**src/rtl/vbl_regbuf_pkg.sv**
```systemverilog
package vbl_regbuf_pkg;
  localparam int NCH    = 3;
  localparam int DW     = 8;
  localparam int CTRL_W = 4;
  localparam int OSD_W  = 4;
  localparam int BLK_W  = 3;
  localparam int PED_W  = 2;
  localparam logic [CTRL_W-1:0] CTRL_RST = 4'b0010;

  localparam logic [6:0] A_CTRL   = 7'd0;
  localparam logic [6:0] A_BRIGHT = 7'd1;
  localparam logic [6:0] A_CONTR  = 7'd2;
  localparam logic [6:0] A_OSD    = 7'd3;
  localparam logic [6:0] A_GAIN   = 7'd4;
  localparam logic [6:0] A_REF    = A_GAIN + 7'(NCH);
  localparam logic [6:0] A_BLACK  = A_REF + 7'(NCH);
  localparam logic [6:0] A_PED    = A_BLACK + 7'd1;
  localparam logic [6:0] A_LAST   = A_PED;

  typedef enum logic [1:0] {PH_IDLE, PH_SUB, PH_DATA, PH_REJ} phase_e;

  typedef struct packed {
    logic          we;
    logic [6:0]    idx;
    logic [DW-1:0] data;
  } wr_t;
endpackage

```
**src/rtl/vbl_rx_ctrl.sv**
```systemverilog
module vbl_rx_ctrl
  import vbl_regbuf_pkg::*;
(
  input  logic       clk_i,
  input  logic       rst_ni,
  input  logic       start_i,
  input  logic       stop_i,
  input  logic       byte_vld_i,
  input  logic [7:0] byte_i,
  input  logic       locked_i,
  input  logic       dead_i,
  output logic       ack_o,
  output wr_t        dwr_o,
  output wr_t        load_o,
  output logic       end_buf_o
);
  phase_e     phase_q;
  logic       mode_buf_q, taken_q, por_q;
  logic [6:0] idx_q;
  logic       ack_dec, acc_data, in_map;

  always_comb begin
    unique case (phase_q)
      PH_SUB:  ack_dec = !dead_i && !locked_i;
      PH_DATA: ack_dec = !por_q && (!mode_buf_q || !taken_q);
      default: ack_dec = 1'b0;
    endcase
  end

  assign ack_o    = byte_vld_i && ack_dec;
  assign acc_data = ack_o && (phase_q == PH_DATA);
  assign in_map   = (idx_q <= A_LAST);

  assign dwr_o.we    = acc_data && !mode_buf_q && in_map;
  assign dwr_o.idx   = idx_q;
  assign dwr_o.data  = byte_i;
  assign load_o.we   = acc_data && mode_buf_q && in_map;
  assign load_o.idx  = idx_q;
  assign load_o.data = byte_i;
  assign end_buf_o   = stop_i && (phase_q == PH_DATA) && mode_buf_q && (taken_q || acc_data);

  always_ff @(posedge clk_i or negedge rst_ni) begin
    if (!rst_ni) begin
      phase_q    <= PH_IDLE;
      mode_buf_q <= 1'b0;
      taken_q    <= 1'b0;
      por_q      <= 1'b1;
      idx_q      <= '0;
    end else if (start_i) begin
      phase_q <= PH_SUB;
    end else begin
      if (byte_vld_i) begin
        if (phase_q == PH_SUB) begin
          if (ack_o) begin
            phase_q    <= PH_DATA;
            mode_buf_q <= byte_i[7];
            idx_q      <= byte_i[6:0];
            taken_q    <= 1'b0;
            if (byte_i[6:0] == A_CTRL) por_q <= 1'b0;
          end else begin
            phase_q <= PH_REJ;
          end
        end else if (acc_data) begin
          if (mode_buf_q)            taken_q <= 1'b1;
          else if (idx_q < A_LAST)   idx_q   <= idx_q + 7'd1;
        end
      end
      if (stop_i) phase_q <= PH_IDLE;
    end
  end

  p_por_blocks_data_r5: assert property (@(posedge clk_i) disable iff (!rst_ni)
    por_q |-> (!dwr_o.we && !load_o.we));
  p_ptr_saturates_r3: assert property (@(posedge clk_i) disable iff (!rst_ni)
    (dwr_o.we && dwr_o.idx == A_LAST && !start_i) |=> (idx_q == A_LAST));
endmodule

```
**src/rtl/vbl_hold_buf.sv**
```systemverilog
module vbl_hold_buf
  import vbl_regbuf_pkg::*;
#(
  parameter int DEAD_CYC = 750
) (
  input  logic clk_i,
  input  logic rst_ni,
  input  wr_t  load_i,
  input  logic end_buf_i,
  input  logic vblank_i,
  output logic locked_o,
  output logic dead_o,
  output wr_t  commit_o
);
  localparam int CW = (DEAD_CYC < 2) ? 1 : $clog2(DEAD_CYC + 1);

  logic          valid_q, armed_q;
  logic [6:0]    idx_q;
  logic [DW-1:0] data_q;
  logic [CW-1:0] cnt_q;

  assign commit_o.we   = vblank_i && armed_q;
  assign commit_o.idx  = idx_q;
  assign commit_o.data = data_q;
  assign locked_o      = valid_q;
  assign dead_o        = (cnt_q != '0);

  always_ff @(posedge clk_i or negedge rst_ni) begin
    if (!rst_ni) begin
      valid_q <= 1'b0;
      armed_q <= 1'b0;
      idx_q   <= '0;
      data_q  <= '0;
      cnt_q   <= '0;
    end else begin
      if (load_i.we) begin
        valid_q <= 1'b1;
        idx_q   <= load_i.idx;
        data_q  <= load_i.data;
      end
      if (end_buf_i && (valid_q || load_i.we)) armed_q <= 1'b1;
      if (commit_o.we) begin
        valid_q <= 1'b0;
        armed_q <= 1'b0;
        cnt_q   <= CW'(DEAD_CYC);
      end else if (dead_o) begin
        cnt_q <= cnt_q - CW'(1);
      end
    end
  end

  p_single_slot_r6: assert property (@(posedge clk_i) disable iff (!rst_ni)
    valid_q |-> !load_i.we);
  p_dead_no_load_r9: assert property (@(posedge clk_i) disable iff (!rst_ni)
    dead_o |-> !load_i.we);
  p_commit_frees_r7: assert property (@(posedge clk_i) disable iff (!rst_ni)
    commit_o.we |=> (!valid_q && dead_o));
endmodule

```
**src/rtl/vbl_reg_file.sv**
```systemverilog
module vbl_reg_file
  import vbl_regbuf_pkg::*;
(
  input  logic                clk_i,
  input  logic                rst_ni,
  input  wr_t                 dwr_i,
  input  wr_t                 cwr_i,
  output logic [CTRL_W-1:0]   ctrl_o,
  output logic [DW-1:0]       bright_o,
  output logic [DW-1:0]       contrast_o,
  output logic [OSD_W-1:0]    osd_o,
  output logic [NCH*DW-1:0]   gain_o,
  output logic [NCH*DW-1:0]   ref_o,
  output logic [BLK_W-1:0]    black_o,
  output logic [PED_W-1:0]    ped_o
);
  wr_t wr;
  assign wr = cwr_i.we ? cwr_i : dwr_i;

  always_ff @(posedge clk_i or negedge rst_ni) begin
    if (!rst_ni) begin
      ctrl_o     <= CTRL_RST;
      bright_o   <= '0;
      contrast_o <= '0;
      osd_o      <= '0;
      black_o    <= '0;
      ped_o      <= '0;
    end else if (wr.we) begin
      case (wr.idx)
        A_CTRL:   ctrl_o     <= wr.data[CTRL_W-1:0];
        A_BRIGHT: bright_o   <= wr.data;
        A_CONTR:  contrast_o <= wr.data;
        A_OSD:    osd_o      <= wr.data[OSD_W-1:0];
        A_BLACK:  black_o    <= wr.data[BLK_W-1:0];
        A_PED:    ped_o      <= wr.data[PED_W-1:0];
        default:  ;
      endcase
    end
  end

  for (genvar ch = 0; ch < NCH; ch++) begin : g_chan
    always_ff @(posedge clk_i or negedge rst_ni) begin
      if (!rst_ni) begin
        gain_o[ch*DW +: DW] <= '0;
        ref_o[ch*DW +: DW]  <= '0;
      end else if (wr.we) begin
        if (wr.idx == A_GAIN + 7'(ch)) gain_o[ch*DW +: DW] <= wr.data;
        if (wr.idx == A_REF + 7'(ch))  ref_o[ch*DW +: DW]  <= wr.data;
      end
    end
  end

  p_commit_excl_r8: assert property (@(posedge clk_i) disable iff (!rst_ni)
    !(cwr_i.we && dwr_i.we));
endmodule

```
**src/rtl/vbl_regbuf.sv**
```systemverilog
module vbl_regbuf
  import vbl_regbuf_pkg::*;
#(
  parameter int DEAD_CYC = 750
) (
  input  logic              clk_i,
  input  logic              rst_ni,
  input  logic              start_i,
  input  logic              stop_i,
  input  logic              byte_vld_i,
  input  logic [7:0]        byte_i,
  input  logic              vblank_edge_i,
  output logic              ack_o,
  output logic              gray_track_off_o,
  output logic              fb_pos_o,
  output logic              video_off_o,
  output logic              osd_off_o,
  output logic [7:0]        bright_o,
  output logic [7:0]        contrast_o,
  output logic [3:0]        osd_gain_o,
  output logic [23:0]       chan_gain_o,
  output logic [23:0]       chan_ref_o,
  output logic [2:0]        ac_black_o,
  output logic [1:0]        ped_depth_o
);
  wr_t  dwr, load, commit;
  logic end_buf, locked, dead;
  logic [CTRL_W-1:0] ctrl;

  vbl_rx_ctrl u_rx (
    .clk_i, .rst_ni, .start_i, .stop_i, .byte_vld_i, .byte_i,
    .locked_i(locked), .dead_i(dead), .ack_o,
    .dwr_o(dwr), .load_o(load), .end_buf_o(end_buf)
  );

  vbl_hold_buf #(.DEAD_CYC(DEAD_CYC)) u_hold (
    .clk_i, .rst_ni, .load_i(load), .end_buf_i(end_buf),
    .vblank_i(vblank_edge_i), .locked_o(locked), .dead_o(dead), .commit_o(commit)
  );

  vbl_reg_file u_regs (
    .clk_i, .rst_ni, .dwr_i(dwr), .cwr_i(commit),
    .ctrl_o(ctrl), .bright_o, .contrast_o, .osd_o(osd_gain_o),
    .gain_o(chan_gain_o), .ref_o(chan_ref_o), .black_o(ac_black_o), .ped_o(ped_depth_o)
  );

  assign gray_track_off_o = ctrl[0];
  assign fb_pos_o         = ctrl[1];
  assign video_off_o      = ctrl[2];
  assign osd_off_o        = ctrl[3];
endmodule

```
**config.mk**
```make
export PLATFORM = sky130hd
export DESIGN_NAME = vbl_regbuf
export DESIGN_NICKNAME = d
export VERILOG_FILES = /design/src/rtl/vbl_regbuf_pkg.sv /design/src/rtl/vbl_rx_ctrl.sv /design/src/rtl/vbl_hold_buf.sv /design/src/rtl/vbl_reg_file.sv /design/src/rtl/vbl_regbuf.sv
export SDC_FILE = /design/constraint.sdc
export NUM_CORES = 1
export LEC_CHECK = 0
export CAP_MARGIN = 20
export CORE_MARGIN = 2
export CORE_UTILIZATION = 45
export DETAILED_ROUTE_END_ITERATION = 8
export HOLD_SLACK_MARGIN = 0.08
export PLACE_DENSITY = 0.78
export SKIP_CTS_REPAIR_TIMING = 1
export SLEW_MARGIN = 20
export SYNTH_ARGS = -nofsm -noshare
export SYNTH_HDL_FRONTEND = slang
export SYNTH_SLANG_ARGS = --single-unit
export TNS_END_PERCENT = 100
```
**constraint.sdc**
```tcl
create_clock -name clk_i -period 2.75 [get_ports clk_i]
set_clock_uncertainty 0.05 [all_clocks]
set_input_delay 0.55 -clock clk_i [delete_from_list [all_inputs] [get_ports clk_i]]
set_output_delay 0.55 -clock clk_i [all_outputs]
set_load 0.05 [all_outputs]
```
==> results of run 1 <==
[worst max path at each step]
stage,start,endpoint,slack [ns]
final,u_rx.phase_q[0],ack_o,0.08
after global placement,vblank_edge_i,u_regs.ref_o[5],0.04
after detailed placement,vblank_edge_i,u_regs.ref_o[5],0.008
after floorplan,u_rx.phase_q[0],u_regs.contrast_o[0],0.37
after global routing,u_rx.phase_q[0],ack_o,0.002
after CTS,u_hold.cnt_q[0],ack_o,-0.04
[cell families after synthesis]
family / count (synthesis)
DFF: 116
and+or+nand+nor: 106
muxes: 93
AOI/OAI and AO/OA: 43
buffers and inverters: 19
xor gates and xnor gates: 5
adders and majority gates: 5
[power groups by stage]
stage / Combinational [mW] / Clock [mW] / Sequential (mW)
finish: 0.179 / 2.36 / 1.73
global route: 0.199 / 2.49 / 1.73
CTS: 0.179 / 2.38 / 1.73
detailed placement: 0.177 / 0 / 1.76
global placement: 0.171 / 0 / 1.76
floorplan: 0.0662 / 0 / 1.76
[registers in the layout, summed over array words and instances (netlist names), 2 cells and up]
register,flops
u_regs.black_o,3
u_regs.ped_o,2
u_regs.ctrl_o,4
u_hold.cnt_q,10
u_hold.data_q,8
u_regs.osd_o,4
u_regs.gain_o,24
u_rx.phase_q,2
u_regs.ref_o,24
u_hold.idx_q,7
u_regs.contrast_o,8
u_rx.idx_q,7
u_regs.bright_o,8
[metrics by stage]
stage               power, mW  hold WS, ns  area, um^2  setup WS, ns  utilization, %
floorplan               1.830       0.2044        5121        0.3724               -
global placement        1.929       0.4102        6501       0.03642           59.19
detailed placement      1.935       0.4189        6501      0.007598           59.19
CTS                     4.290       0.1011        7139      -0.04399           65.00
global route            4.415       0.1113        7189      0.002258           65.46
finish                  4.268      0.07726        7189       0.08312           65.46
[worst max-delay path, cell delays in order (launching register included)]
cell and delay [ns]:
dfrtp_1 0.37, inv_1 0.05, ha_1 0.30, and4bb_2 0.35, nand4_4 0.15, buf_6 0.19
nand2_2 0.10, buf_12 0.14
[routing by layer]
layer / part of all wire, % / routed length, um / track usage [%] / vias to the layer above
met5: 0 / 0 / 0 / -
li1: - / - / - / 1683
met1: 41 / 5324 / 26.73 / 1921
met2: 51 / 6558 / 37.18 / 150
met3: 6.1 / 783 / 7.108 / 16
met4: 1.6 / 204 / 6.667 / 0
[cells in the mapped netlist, types with 3 or more instances]
library cell	n	area share, %
nor3_4	5	1.6
a21oi_1	10	0.98
buf_2	3	0.29
nand3b_1	4	0.59
nand2_1	42	3.1
xor2_1	4	0.68
dfrtp_1	114	56
a31oi_1	6	0.73
inv_1	7	0.51
nor2_1	11	0.81
nor2b_1	6	0.73
o21ai_0	4	0.39
mux2_2	91	20
clkbuf_1	7	0.51
ha_1	5	1.2
nand3_1	6	0.59
nor3_1	9	0.88
[layout make-up]
| cell class | instances | area (um^2) |
|---|---|---|
| Multi-Input combinational cell | 252 | 2142 |
| Clock inverter | 14 | 198.9 |
| Clock buffer | 18 | 439.2 |
| Timing Repair Buffer | 130 | 1303 |
| Fill cell | 834 | 3794 |
| Tap cell | 140 | 175.2 |
| Inverter | 7 | 26.28 |
| Sequential cell | 116 | 2905 |
==> run summary, run 1 <==
outcome: finished clean
gpl congestion: 0.8916
largest net degree at the start of global routing: 45
Cells after Synth: 387
Setup violations, final: 0
cell area power density: 593.6 mW/mm^2
die area: 0.01225 mm^2
Clock Sinks: 116
Slew Limit Fails: 0
Buffers on Ports: 91
Die Ht: 110.7 um
combinational power share: 4.2%
multiplexer share of the synthesized area: 20.40%
FF-to-FF Start: u_rx.phase_q[0]
Detailed Route Iter0 Violations: 208
Residual DRC: 0
Slew HR: 41.80%
Die W: 110.7 um
Area growth syn-to-layout: 40.39%
most common cell after layout, fill and taps aside: dfrtp_1
Unique masters post-synth: 56
CTS Buf Count: 17
Synth Flop Type: dfrtp_1
Worst Setup Start Kind: register
Worst Path Max Fanout: 5
Async SR Flop Fraction: 100.0%
Critical Path RT: 2.15 ns
TritonCTS clock tree: yes
total number of vias: 3770
adder-cell area share of the yosys netlist: 1.222%
max cap viols: 0
first-pass GRT wire length: 21.09 mm
unrepaired setup endpoints after global routing: no
# IOs: 92
FF+latch count, synth: 116
Core Area: 0.01098 mm^2
Clock transition at path regs: 0.06 ns
most frequent cells in the layout: dfrtp_1, mux2_2, clkdlybuf4s50_1
H-Tree Depth: 4
Worst Hold Class: primary input to async pin
Period Utilization, post-route: 96.98%
static leakage: 3.394 nW
final hold violations: 0
worst skew pair latency: 0.41 ns
f_max: 0.3750 GHz
Initial Util: 46.63%
final WL: 12.87 mm
VDD IR max: 366.4 uV
Tot GR Track Use: 21.91%
vias in the first global route: 3976
Net Sw Power: 932.5 uW
Reg2Reg Setup Slack: 0.11 ns
xor and xnor fraction of the mapped netlist area: 0.8551%
DRT antenna net count: 0
vias per cell: 5.569
post-route minimum period: 2.667 ns
average cell area after synthesis: 13.23 um^2
Placed Cells incl. Taps: 640
DR WL/cell: 19.01 um
largest family of logic cells by synthesized area: multiplexers
Simple-Gate Fraction of Synth Area: 12.63%
Reg2Reg Depth: 9
sequential power share: 40.5%
Synth Area in Compound Gates: 6.548%
Post-synth EDFFs: 0
Ys Warns: 0
cell area after synthesis: 0.005121 mm^2
first-pass iteration count of the detailed router: 4
critical path class: register to output pin
clock root cell: clkbuf_16
antenna violations before repair: 0
worst r2r dst: u_regs.contrast_o[1]
crit end category: output pin
Worst EP arrival: 2.07 ns
clk buf depth: 2
proportion of layout cells with a drive suffix above 1: 35.20%
setup_tns: 0 ns
nets: 543
clock network power share: 55.3%
internal cell power: 3.335 mW
overflow left after global routing: 0
Post-Layout Cell Count: 677
Syn Nets: 406
switching share of power: 21.85%
Worst Max-Slew Pin Slew: 0.8672 ns
register area share after synthesis: 56.73%
DP HPWL: 8.895 mm
Antenna Diode Count: 0
# rows: 38
Note: power is estimated with default switching activity, not from simulation.
==> inputs of run 2 (changes only) <==
- CORE_MARGIN: 2 -> 3
- CTS_CLUSTER_SIZE: unset -> 25
==> run summary, run 2 (synthesis gave the netlist of run 1 again) <==
outcome: finished clean
nets: 545 (+0.37%)
Core Area: 0.01098 mm^2 (unchanged)
most common cell after layout, fill and taps aside: dfrtp_1
FF-to-FF Start: u_rx.phase_q[0]
final WL: 12.65 mm (-1.7%)
Final Util: 64.95% (-0.51 points)
antenna violations before repair: 0 (unchanged)
Reg2Reg Setup Slack: 0.16 ns (+0.05 ns)
clk buf depth: 2 (unchanged)
overflow left after global routing: 0 (unchanged)
Area growth syn-to-layout: 39.29%
Residual DRC: 0 (unchanged)
most frequent cells in the layout: dfrtp_1, mux2_2, clkdlybuf4s50_1
Post-Layout Cell Count: 679 (+0.30%)
Clock Sinks: 116 (unchanged)
gpl congestion: 0.8805 (-1.2%)
internal cell power: 3.113 mW (-6.6%)
Antenna Diode Count: 0 (unchanged)
Worst Max-Slew Pin Slew: 0.7697 ns (-0.09743 ns)
clock network power share: 51.5% (-3.8 points)
combinational power share: 4.6% (+0.4 points)
Clock transition at path regs: 0.05 ns (about the same)
final hold violations: 0 (unchanged)
Worst Path Max Fanout: 5 (unchanged)
worst r2r dst: u_regs.contrast_o[3]
Setup WS post-layout: 0.06996 ns (-0.01316 ns)
max cap viols: 0 (unchanged)
switching share of power: 21.11% (-0.74 points)
die area: 0.01270 mm^2 (+3.6%)
cell area power density: 553.3 mW/mm^2 (-6.8%)
Setup violations, final: 0 (unchanged)
Initial Util: 46.63% (unchanged)
Worst Setup Start Kind: register
Die W: 112.7 um (+1.8%)
Reg2Reg Depth: 9 (unchanged)
DR WL/cell: 18.63 um (-2.0%)
proportion of layout cells with a drive suffix above 1: 34.51% (-0.69 points)
vias in the first global route: 3889 (-2.2%)
worst skew pair latency: 0.41 ns (about the same)
total power: 3.947 mW (-7.5%)
H-Tree Depth: 4 (unchanged)
Slew HR: 48.68% (+6.9 points)
first-pass iteration count of the detailed router: 5 (+1)
Worst EP arrival: 2.08 ns (about the same)
Tot GR Track Use: 20.82% (-1.1 points)
Die Ht: 112.7 um (+1.8%)
Slew Limit Fails: 0 (unchanged)
Critical Path RT: 2.15 ns (about the same)
Detailed Route Iter0 Violations: 228 (+9.6%)
vias per cell: 5.538 (-0.56%)
CTS Buf Count: 17 (unchanged)
critical path class: register to output pin
largest net degree at the start of global routing: 59 (+31%)
DRT antenna net count: 0 (unchanged)
Top Registers: u_regs.gain_o: 24 flops, u_regs.ref_o: 24 flops, u_hold.cnt_q: 10 flops
sequential power share: 43.9% (+3.4 points)
TritonCTS clock tree: yes
Placement Setup Slack: -0.05986 ns (-0.06746 ns)
total number of vias: 3760 (-0.27%)
Buffers on Ports: 91 (unchanged)
post-route minimum period: 2.680 ns (+0.01316 ns)
Worst Hold Class: primary input to async pin
# rows: 38 (unchanged)
hold_ws: 0.1759 ns (+0.09862 ns)
clock root cell: clkbuf_16
DP HPWL: 8.969 mm (+0.82%)
# IOs: 92 (unchanged)
Period Utilization, post-route: 97.46% (+0.48 points)
f_max: 0.3731 GHz (-0.49%)
VDD IR max: 348.2 uV (-5.0%)
first-pass GRT wire length: 20.40 mm (-3.3%)
crit end category: output pin
Placed Cells incl. Taps: 642 (+0.31%)
static leakage: 3.370 nW (-0.69%)
Net Sw Power: 833.3 uW (-11%)
[run 2: changes by cell type in the layout (fill, tap and decap cells not counted), sizes merged]
cell	before	now
buf	41	43
inv	11	7
clkinvlp	1	0
bufinv	4	1
clkbuf	18	26
[run 2: worst max-delay path by stage]
| stage | startpoint | to | slack, ns | cells past startpoint |
|---|---|---|---|---|
| after global placement | vblank_edge_i | u_regs.ref_o[10] | -0.009 | 6 |
| after CTS | u_rx.phase_q[0] | ack_o | -0.07 | 7 |
| after floorplan | u_rx.phase_q[0] | u_regs.contrast_o[0] | 0.37 | 7 |
| after detailed placement | byte_vld_i | u_rx.mode_buf_q | -0.06 | 7 |
| final | u_rx.phase_q[0] | ack_o | 0.07 | 7 |
| after global routing | u_rx.phase_q[0] | ack_o | -0.03 | 7 |
[run 2: per-stage QoR]
step	cell area, um^2	TNS [ns]
2_1_floorplan	5121	0
5_1_grt	7133	-0.02545
6_report	7133	0
3_3_place_gp	6529	-0.05792
3_5_place_dp	6529	-0.4202
4_1_cts	7083	-0.07071
[run 2: layout make-up]
type	instances	area [um^2]
clock inverters	6	55.05
fillers	809	3850
clock buffers	26	499.2
inverters	7	26.28
repair buffers	132	1330
multi-input cells	252	2142
flip-flops and latches	116	2905
well taps	140	175.2
[run 2: critical path, cell delays in order, from the launching register on]
cell      delay [ns]
dfrtp_1         0.37
inv_1           0.06
ha_1            0.30
and4bb_2        0.36
nand4_4         0.14
buf_6           0.18
nand2_2         0.12
buf_12          0.15
[run 2: power by group through the flow]
stage	Combinational, mW	Clock [mW]	Sequential [mW]
global route	0.200	2.14	1.73
detailed placement	0.178	0	1.76
CTS	0.181	2.06	1.73
floorplan	0.0662	0	1.76
global placement	0.174	0	1.76
finish	0.181	2.03	1.73
[run 2: metal layers]
layer  track usage (%)  wire length (um)  up-vias
li1                  -                 -     1691
met1             25.87              5290     1917
met2             34.04              6302      128
met3             6.577               799       24
met4             8.013               257        0
met5                 0                 0        -
==> inputs of run 3 (changes only) <==
- GPL_ROUTABILITY_DRIVEN: unset -> 0
==> results of run 3 <==
No change in the layout: final DEF, timing and power equal those of run 2.
